**config.mk**
```make
export PLATFORM = sky130hd
export DESIGN_NAME = cnt_cmp_timer
export DESIGN_NICKNAME = d
export VERILOG_FILES = /design/src/rtl/tmr_pkg.sv /design/src/rtl/tmr_rst_sync.sv /design/src/rtl/tmr_counter.sv /design/src/rtl/tmr_match.sv /design/src/rtl/cnt_cmp_timer.sv
export SDC_FILE = /design/constraint.sdc
export NUM_CORES = 1
export LEC_CHECK = 0
export ABC_AREA = 0
export BUFFER_PORTS_ARGS = -buffer_cell sky130_fd_sc_hd__buf_2
export CAP_MARGIN = 20
export CORE_MARGIN = 4
export CORE_UTILIZATION = 50
export CTS_CLUSTER_DIAMETER = 150
export DETAILED_ROUTE_END_ITERATION = 6
export GPL_ROUTABILITY_DRIVEN = 1
export PLACE_DENSITY = 0.77
export SYNTH_ARGS = -nofsm -noshare
export SYNTH_HDL_FRONTEND = slang
export SYNTH_SLANG_ARGS = --single-unit
```
**constraint.sdc**
```tcl
create_clock -name clk -period 2 [get_ports clk]
set_input_delay 0.1 -clock clk [delete_from_list [all_inputs] [get_ports clk]]
set_output_delay 0.1 -clock clk [all_outputs]
set_load 0.01 [all_outputs]
```
**src/rtl/tmr_pkg.sv**
```systemverilog
package tmr_pkg;
  parameter int unsigned TMR_W = 32;

  typedef enum logic {
    SEL_COUNT   = 1'b0,
    SEL_COMPARE = 1'b1
  } tmr_sel_e;
endpackage

```
**src/rtl/tmr_rst_sync.sv**
```systemverilog
module tmr_rst_sync (
  input  logic clk,
  input  logic rst_n,
  output logic rst_sync_n
);
  logic s1_q, s2_q;

  always_ff @(posedge clk or negedge rst_n) begin
    if (!rst_n) begin
      s1_q <= 1'b0;
      s2_q <= 1'b0;
    end else begin
      s1_q <= 1'b1;
      s2_q <= s1_q;
    end
  end

  assign rst_sync_n = s2_q;
endmodule

```
**src/rtl/tmr_counter.sv**
```systemverilog
module tmr_counter #(
  parameter int unsigned W = 32
) (
  input  logic         clk,
  input  logic         rst_n,
  input  logic         load,
  input  logic [W-1:0] load_val,
  output logic [W-1:0] cnt
);
  logic [W-1:0] cnt_q, cnt_d;
  logic         phase_q, phase_d;

  // Phase toggles each clock; count steps when phase is high.
  always_comb begin
    cnt_d   = cnt_q;
    phase_d = ~phase_q;
    if (load) begin
      cnt_d   = load_val;
      phase_d = 1'b0;
    end else if (phase_q) begin
      cnt_d = cnt_q + W'(1);
    end
  end

  always_ff @(posedge clk or negedge rst_n) begin
    if (!rst_n) begin
      cnt_q   <= '0;
      phase_q <= 1'b0;
    end else begin
      cnt_q   <= cnt_d;
      phase_q <= phase_d;
    end
  end

  assign cnt = cnt_q;
endmodule

```
**src/rtl/tmr_match.sv**
```systemverilog
module tmr_match #(
  parameter int unsigned W = 32
) (
  input  logic         clk,
  input  logic         rst_n,
  input  logic [W-1:0] cnt,
  input  logic         cmp_we,
  input  logic [W-1:0] cmp_wdata,
  output logic [W-1:0] cmp,
  output logic         pending
);
  logic [W-1:0] cmp_q, cmp_d;
  logic         pend_q, pend_d;
  logic         hit;

  assign hit = (cnt == cmp_q);

  // A compare write takes priority over a match in the same cycle.
  always_comb begin
    cmp_d  = cmp_q;
    pend_d = pend_q | hit;
    if (cmp_we) begin
      cmp_d  = cmp_wdata;
      pend_d = 1'b0;
    end
  end

  always_ff @(posedge clk or negedge rst_n) begin
    if (!rst_n) begin
      cmp_q  <= '1;
      pend_q <= 1'b0;
    end else begin
      cmp_q  <= cmp_d;
      pend_q <= pend_d;
    end
  end

  assign cmp     = cmp_q;
  assign pending = pend_q;
endmodule

```
**src/rtl/cnt_cmp_timer.sv**
```systemverilog
module cnt_cmp_timer
  import tmr_pkg::*;
#(
  parameter int unsigned W = TMR_W
) (
  input  logic         clk,
  input  logic         rst_n,
  input  logic         reg_we,
  input  logic         reg_sel,
  input  logic [W-1:0] reg_wdata,
  output logic [W-1:0] reg_rdata,
  input  logic         perf_irq,
  input  logic         irq_mask,
  output logic         tmr_pending,
  output logic         irq_out
);
  tmr_sel_e     sel;
  logic         rst_sync_n;
  logic         wr_cnt, wr_cmp;
  logic [W-1:0] cnt_val, cmp_val;
  logic         pend;

  assign sel    = tmr_sel_e'(reg_sel);
  assign wr_cnt = reg_we && (sel == SEL_COUNT);
  assign wr_cmp = reg_we && (sel == SEL_COMPARE);

  tmr_rst_sync u_rst (
    .clk        (clk),
    .rst_n      (rst_n),
    .rst_sync_n (rst_sync_n)
  );

  tmr_counter #(.W(W)) u_cnt (
    .clk      (clk),
    .rst_n    (rst_sync_n),
    .load     (wr_cnt),
    .load_val (reg_wdata),
    .cnt      (cnt_val)
  );

  tmr_match #(.W(W)) u_match (
    .clk       (clk),
    .rst_n     (rst_sync_n),
    .cnt       (cnt_val),
    .cmp_we    (wr_cmp),
    .cmp_wdata (reg_wdata),
    .cmp       (cmp_val),
    .pending   (pend)
  );

  assign reg_rdata   = (sel == SEL_COMPARE) ? cmp_val : cnt_val;
  assign tmr_pending = pend;
  assign irq_out     = (pend | perf_irq) & irq_mask;
endmodule

```
=== Word level (Yosys, flattened, before mapping) ===
Index checks and enable logic that the tools add are counted.

* Add/subtract/negate cells: 1
* Equality and inequality tests: 1
* Muxes and demuxes: 5
* Bitwise gates (word level): 5
* Reduce and logical (&&, ||, !) cells: 3

{| class="wikitable"
|+ Operators with widths
! kind !! count
|-
| $mux W32 || 3
|-
| $add A32 B1 Y32 const B || 1
|-
| $eq A32 B32 Y1 || 1
|-
| $logic_and A1 B1 Y1 || 2
|-
| $mux W1 || 2
|-
| $not A1 Y1 || 2
|-
| $or A1 B1 Y1 || 2
|-
| $reduce_bool A2 Y1 || 1
|-
| $and A1 B1 Y1 || 1
|}

* Flip-flop bits (word level): 68
* Input bits: 38
* Output and inout bits: 34
* Logic and storage cells: 21

=== Logic depth before layout (Yosys ltp) ===
* Depth after elaboration: 3
* Depth in mapped cells: 7
* Mapped depth without buffers: 6

=== Modules after synthesis ===
Synthesis repeated with hierarchy kept, for this count alone.

* Cells, all modules: 369
* Area, all modules: 4106.4 um2

{| class="wikitable"
|+ By module, submodules not included
! module !! instances !! cells each !! area an instance (um2) !! seq. area each (um2)
|-
| tmr_counter || 1 || 214 || 1886.8 || 825.8
|-
| tmr_match || 1 || 113 || 1614.0 || 865.8
|-
| cnt_cmp_timer || 1 || 39 || 551.8 || 0.0
|-
| tmr_rst_sync || 1 || 3 || 53.8 || 50.0
|}

=== Worst setup path before layout ===
OpenSTA, ideal clock, no wires.

* Kind: flip-flop to flip-flop
* Start: register u_cnt.cnt_q[0], in the netlist u_cnt.cnt[0]
* End: register u_cnt.cnt_q[22], in the netlist u_cnt.cnt[22]
* Setup time: 0.130 ns
* Arrival time: 1.952 ns
* Data required time: 1.870 ns
* Setup slack: -0.082 ns
* Cell stages (with the launch flop): 8
* Path buffers: 1
* Period minus slack after synthesis: 2.082 ns
* Path through: dfrtp_1 ha_1 nand4_1 or4_1 buf_2 nor4_1 xnor2_1 a21oi_1

* Longest elaborated chain between the ends: 3

{| class="wikitable"
|+ Ends and longest elaborated chain
! element !! line !! RTL
|-
| start, declared || tmr_counter.sv:10 || <nowiki>logic [W-1:0] cnt_q, cnt_d;</nowiki>
|-
| start signal, assigned || tmr_counter.sv:30 || <nowiki>cnt_q <= cnt_d;</nowiki>
|-
| $add A32 B1 Y32 || tmr_counter.sv:21 || <nowiki>cnt_d = cnt_q + W'(1);</nowiki>
|-
| $mux W32 || tmr_counter.sv:20 || <nowiki>end else if (phase_q) begin</nowiki>
|-
| $mux W32 || tmr_counter.sv:17 || <nowiki>if (load) begin</nowiki>
|}

Every way passes these cells. The select of a mux whose other input is x is not followed.
A chain may end at the register's enable or synchronous reset.

=== Final worst setup path ===
* Start: register u_cnt.cnt_q[1], in the netlist u_cnt.cnt[1]
* End: register u_cnt.cnt_q[22], in the netlist u_cnt.cnt[22]

Same word-level chain as after synthesis.

==> metrics.cfg <==
[yosys]
synth-compound-area-share=0.05588
synth_simple_gate_area_frac=0.1446
synth_area_leader_cell=sky130_fd_sc_hd__dfrtp_1
synth_top_area_share=0.2339
dominant_combinational_cell_family_by_area_after_synthesis=multiplexers
post_synth_num_cell_types=35
ys_seq_elements=68
synthTopCellsByArea=sky130_fd_sc_hd__dfrtp_1, sky130_fd_sc_hd__dfstp_2, sky130_fd_sc_hd__mux2_2
yosys.area_share.xor_xnor=0.1410
yosys-mux-area-fraction=0.1722
post_synth_instance_area_mm2=0.003851
synthesis.nets=407
syn_inst=368
synth.yosys.seq_area_share=0.4522
yosys.area_share.adder=0.003249
yosysWarnings=0
syn_avg_cell_area_um2=10.47

[sta]
holdWs_ns=0.01871
timing.final.hold_violations=0
final.min_clock_period_ns=2.114
fmaxAchievable_mhz=473.1
setup_tns_ns=-0.2683
grt_setup_unrepaired=yes
skew_ns=0.01162
setup_viol_count_final=5
min_period_over_period=1.057
drv_slew=0
slew_headroom=0.6108
worst-slew-pin-transition_ns=0.5826
timing.final.ws_setup_ns=-0.1139

[placement]
routabilityCongestion=0.8519
placedInstanceArea_mm2=0.004621
port_buffers=71
dp_hpwl_mm=7.253

[outcome]
failed_checks=negative setup slack
run_status=finished with violations

[floorplan]
die-area_mm2=0.009171
floorplan.initialDensity=0.5226
floorplan.die.height_um=95.77
placeableCoreArea_mm2=0.007370
placement_rows=31
chip_width_um=95.77
top_level_ports=72

[detailed_routing]
detail_route.first_pass.iterations=5
initialDrtViolationCount=283
count_of_vias_placed_by_the_detailed_router=3374
detail_route.vias_per_cell=5.513
drt_drc_violations_left=0
routed_wl_mm=10.99
antenna_left=0
avgRoutedWirePerCell_um=17.96

[power_and_ir_drop]
switching_share=0.3241
total_leakage_power_nw=2.221
power_density_mw_per_mm2=824.0
power.ir.vdd_worst_mv=0.4815
totalPowerFinal_mw=4.343
power_frac_seq=0.427
clkPwrFrac=0.251
combPwrFrac=0.322
total_switching_power_mw=1.408
cellInternalPower_mw=2.935

[global_route]
total_overflow_reported_by_the_global_router=0
grt_first_pass_wirelength_mm=16.92
grt_max_degree=67
grt_antenna_before_repair=0
grt_use_total=0.2430
vias_in_the_first_global_route=3513

[clock_tree]
numCtsBuffers=9
clock_sink_count=68
worst_skew_pair_later_pin_latency_ns=0.36
tritoncts=done
cts_htree_levels=3
root_buf_cell=sky130_fd_sc_hd__clkbuf_8
clockBufferDepth=2
cts.reportedPaths.clkPinSlew_ns=0.08

[final_layout]
final_area_mm2=0.005270
layout-drive-gt1-share=0.4756
antenna-diode-count=0
area_delta_synth_final_pct=36.84
layout.nets=547
final.fill_count=541

[worst_hold_path]
hp-class=input port to register

[critical_path]
critical_path_arrival_ns=2.35
critPathKind=register to register
highest_cell_delay_on_the_worst_timing_path_ns=0.59
critical_path_peak_fanout=5
timing.critical_path.to_type=register
critPathLaunchType=register
cp_top_family=simple AND/OR/NAND/NOR gates
worstPathBufferInverterCount=2
cpMaxStageDelayCell=sky130_fd_sc_hd__or4_4
critPathRequiredTime_ns=2.24
timing.critical_path.cells=ha_2 > nand4_1 > or4_4 > buf_6 > buf_4 > nor4_4 > xnor2_1 > a21oi_1

[job]
max-cap-violations=0

-- power by group through the flow --
stage               clock network (mW)  registers [mW]  logic, mW
floorplan                            0            1.89      0.726
global route                      1.16            1.88       1.51
global placement                     0            1.85       1.25
detailed placement                   0            1.87       1.27
finish                            1.09            1.85       1.40
CTS                               1.09            1.85       1.33
-- cell type report --
class	instances	area, µm²	share of cell area
Clock buffer	14	172.7	0.03276
Clock inverter	2	10.01	0.001899
Inverter	7	26.28	0.004986
Multi-Input combinational cell	271	2116	0.4015
Sequential cell	68	1744	0.3310
Tap cell	99	123.9	0.02350
Timing Repair Buffer	151	1077	0.2044
-- worst paths after layout --
| kind | endpoint | from | depth (start not counted) | slack (ns) |
|---|---|---|---|---|
| min reg2reg | u_cnt.cnt[8]$_DFFE_PN0N_ | u_rst.rst_sync_n$_DFF_PN0_ | 1 | 0.27 |
| min in group asynchronous | u_rst.s1_q$_DFF_PN0_ | rst_n | 2 | 0.06 |
| max | u_cnt.cnt[22]$_DFFE_PN0N_ | u_cnt.cnt[1]$_DFFE_PN0N_ | 8 | -0.11 |
| min | u_cnt.cnt[10]$_DFFE_PN0N_ | reg_wdata[10] | 3 | 0.02 |
| max reg2reg | u_cnt.cnt[22]$_DFFE_PN0N_ | u_cnt.cnt[1]$_DFFE_PN0N_ | 8 | -0.11 |
| max in group asynchronous | u_match.cmp[17]$_DFFE_PN1P_ | u_rst.rst_sync_n$_DFF_PN0_ | 1 | 1.40 |
-- metal layers --
layer  GRT usage  wire length (µm)  vias to the layer above
met3     0.05160               806                       28
met5           0                 0                        -
met1      0.3120              4503                     1641
met2      0.3990              5377                      143
li1            -                 -                     1562
met4      0.1007               305                        0
-- Yosys cell counts --
master,number
sky130_fd_sc_hd__conb_1,1
sky130_fd_sc_hd__o21a_1,1
sky130_fd_sc_hd__o21ai_0,35
sky130_fd_sc_hd__a21oi_1,5
sky130_fd_sc_hd__and3_2,1
sky130_fd_sc_hd__mux2i_1,1
sky130_fd_sc_hd__buf_1,3
sky130_fd_sc_hd__nor4_2,1
sky130_fd_sc_hd__clkbuf_1,14
sky130_fd_sc_hd__xor2_1,13
sky130_fd_sc_hd__nor2b_1,1
sky130_fd_sc_hd__clkbuf_2,1
sky130_fd_sc_hd__dfstp_2,32
sky130_fd_sc_hd__nor2_1,8
sky130_fd_sc_hd__nand3_1,8
sky130_fd_sc_hd__ha_1,1
sky130_fd_sc_hd__nor3b_1,2
sky130_fd_sc_hd__nor3_1,6
sky130_fd_sc_hd__nor4b_1,2
sky130_fd_sc_hd__nand2b_1,1
sky130_fd_sc_hd__mux2_2,58
sky130_fd_sc_hd__buf_2,4
sky130_fd_sc_hd__or4_1,1
sky130_fd_sc_hd__nor4_1,7
sky130_fd_sc_hd__a22oi_1,1
sky130_fd_sc_hd__dfrtp_1,36
sky130_fd_sc_hd__or4_4,1
sky130_fd_sc_hd__nand2_1,47
sky130_fd_sc_hd__nand4_4,1
sky130_fd_sc_hd__or4b_4,1
sky130_fd_sc_hd__xnor2_1,49
sky130_fd_sc_hd__nand4_1,15
sky130_fd_sc_hd__and4_1,2
sky130_fd_sc_hd__or2_2,1
sky130_fd_sc_hd__inv_1,7
-- cell families (layout without fill, tap and decap cells) --
kind of cell | count (synthesis) | in the layout
buf+inv | 29 | 174
flops | 68 | 68
other cells | 1 | 1
mux | 59 | 59
fa+ha+maj | 1 | 1
xor+xnor | 62 | 62
simple gates | 106 | 106
compound gates | 42 | 42
-- placed cells by master, fill, tap and decap left out, drive strengths merged, types with 2 or more instances in the layout --
master and instances:
dfrtp 36, xnor2 49, clkbuf 14, and4 2, nand3 8, nor3b 2, nor4b 2, clkinv 2
nand2 47, nor4 8, xor2 13, buf 119, nor3 6, a21oi 5, inv 7, or4 2
dlygate4sd3 32, nor2 8, mux2 58, o21ai 35, nand4 16, dfstp 32
-- registers in the layout, summed over array words and instances, names as in the netlist --
| name | cells |
|---|---|
| u_match.cmp | 32 |
| u_rst.rst_sync_n | 1 |
| u_match.pending | 1 |
| u_cnt.cnt | 32 |
| u_cnt.phase_q | 1 |
| u_rst.s1_q | 1 |
-- worst register-to-register path, stage by stage (launching register included) --
cell	delay, ns
sky130_fd_sc_hd__dfrtp_1	0.40
sky130_fd_sc_hd__ha_2	0.21
sky130_fd_sc_hd__nand4_1	0.12
sky130_fd_sc_hd__or4_4	0.59
sky130_fd_sc_hd__buf_6	0.16
sky130_fd_sc_hd__buf_4	0.14
sky130_fd_sc_hd__nor4_4	0.15
sky130_fd_sc_hd__xnor2_1	0.15
sky130_fd_sc_hd__a21oi_1	0.08
-- per-stage QoR --
stage / util / worst slack [ns] / std cells
global placement: 0.6270 / 0.01211 / 557
floorplan: - / -0.01788 / 368
CTS: 0.6969 / -0.03457 / 605
detailed placement: 0.6270 / -0.04520 / 557
global route: 0.7151 / -0.1708 / 612
finish: 0.7151 / -0.1139 / 612
-- timing repair --
action,4_1_cts,5_1_grt
endpoints found under the hold margin,50,0
hold buffers,32,0
setup endpoints to repair,5,10
pin swaps,1,14
gates cloned,0,0
gates resized for setup,2,17
buffers inserted,0,7
Note: power is estimated with default switching activity, not from simulation.
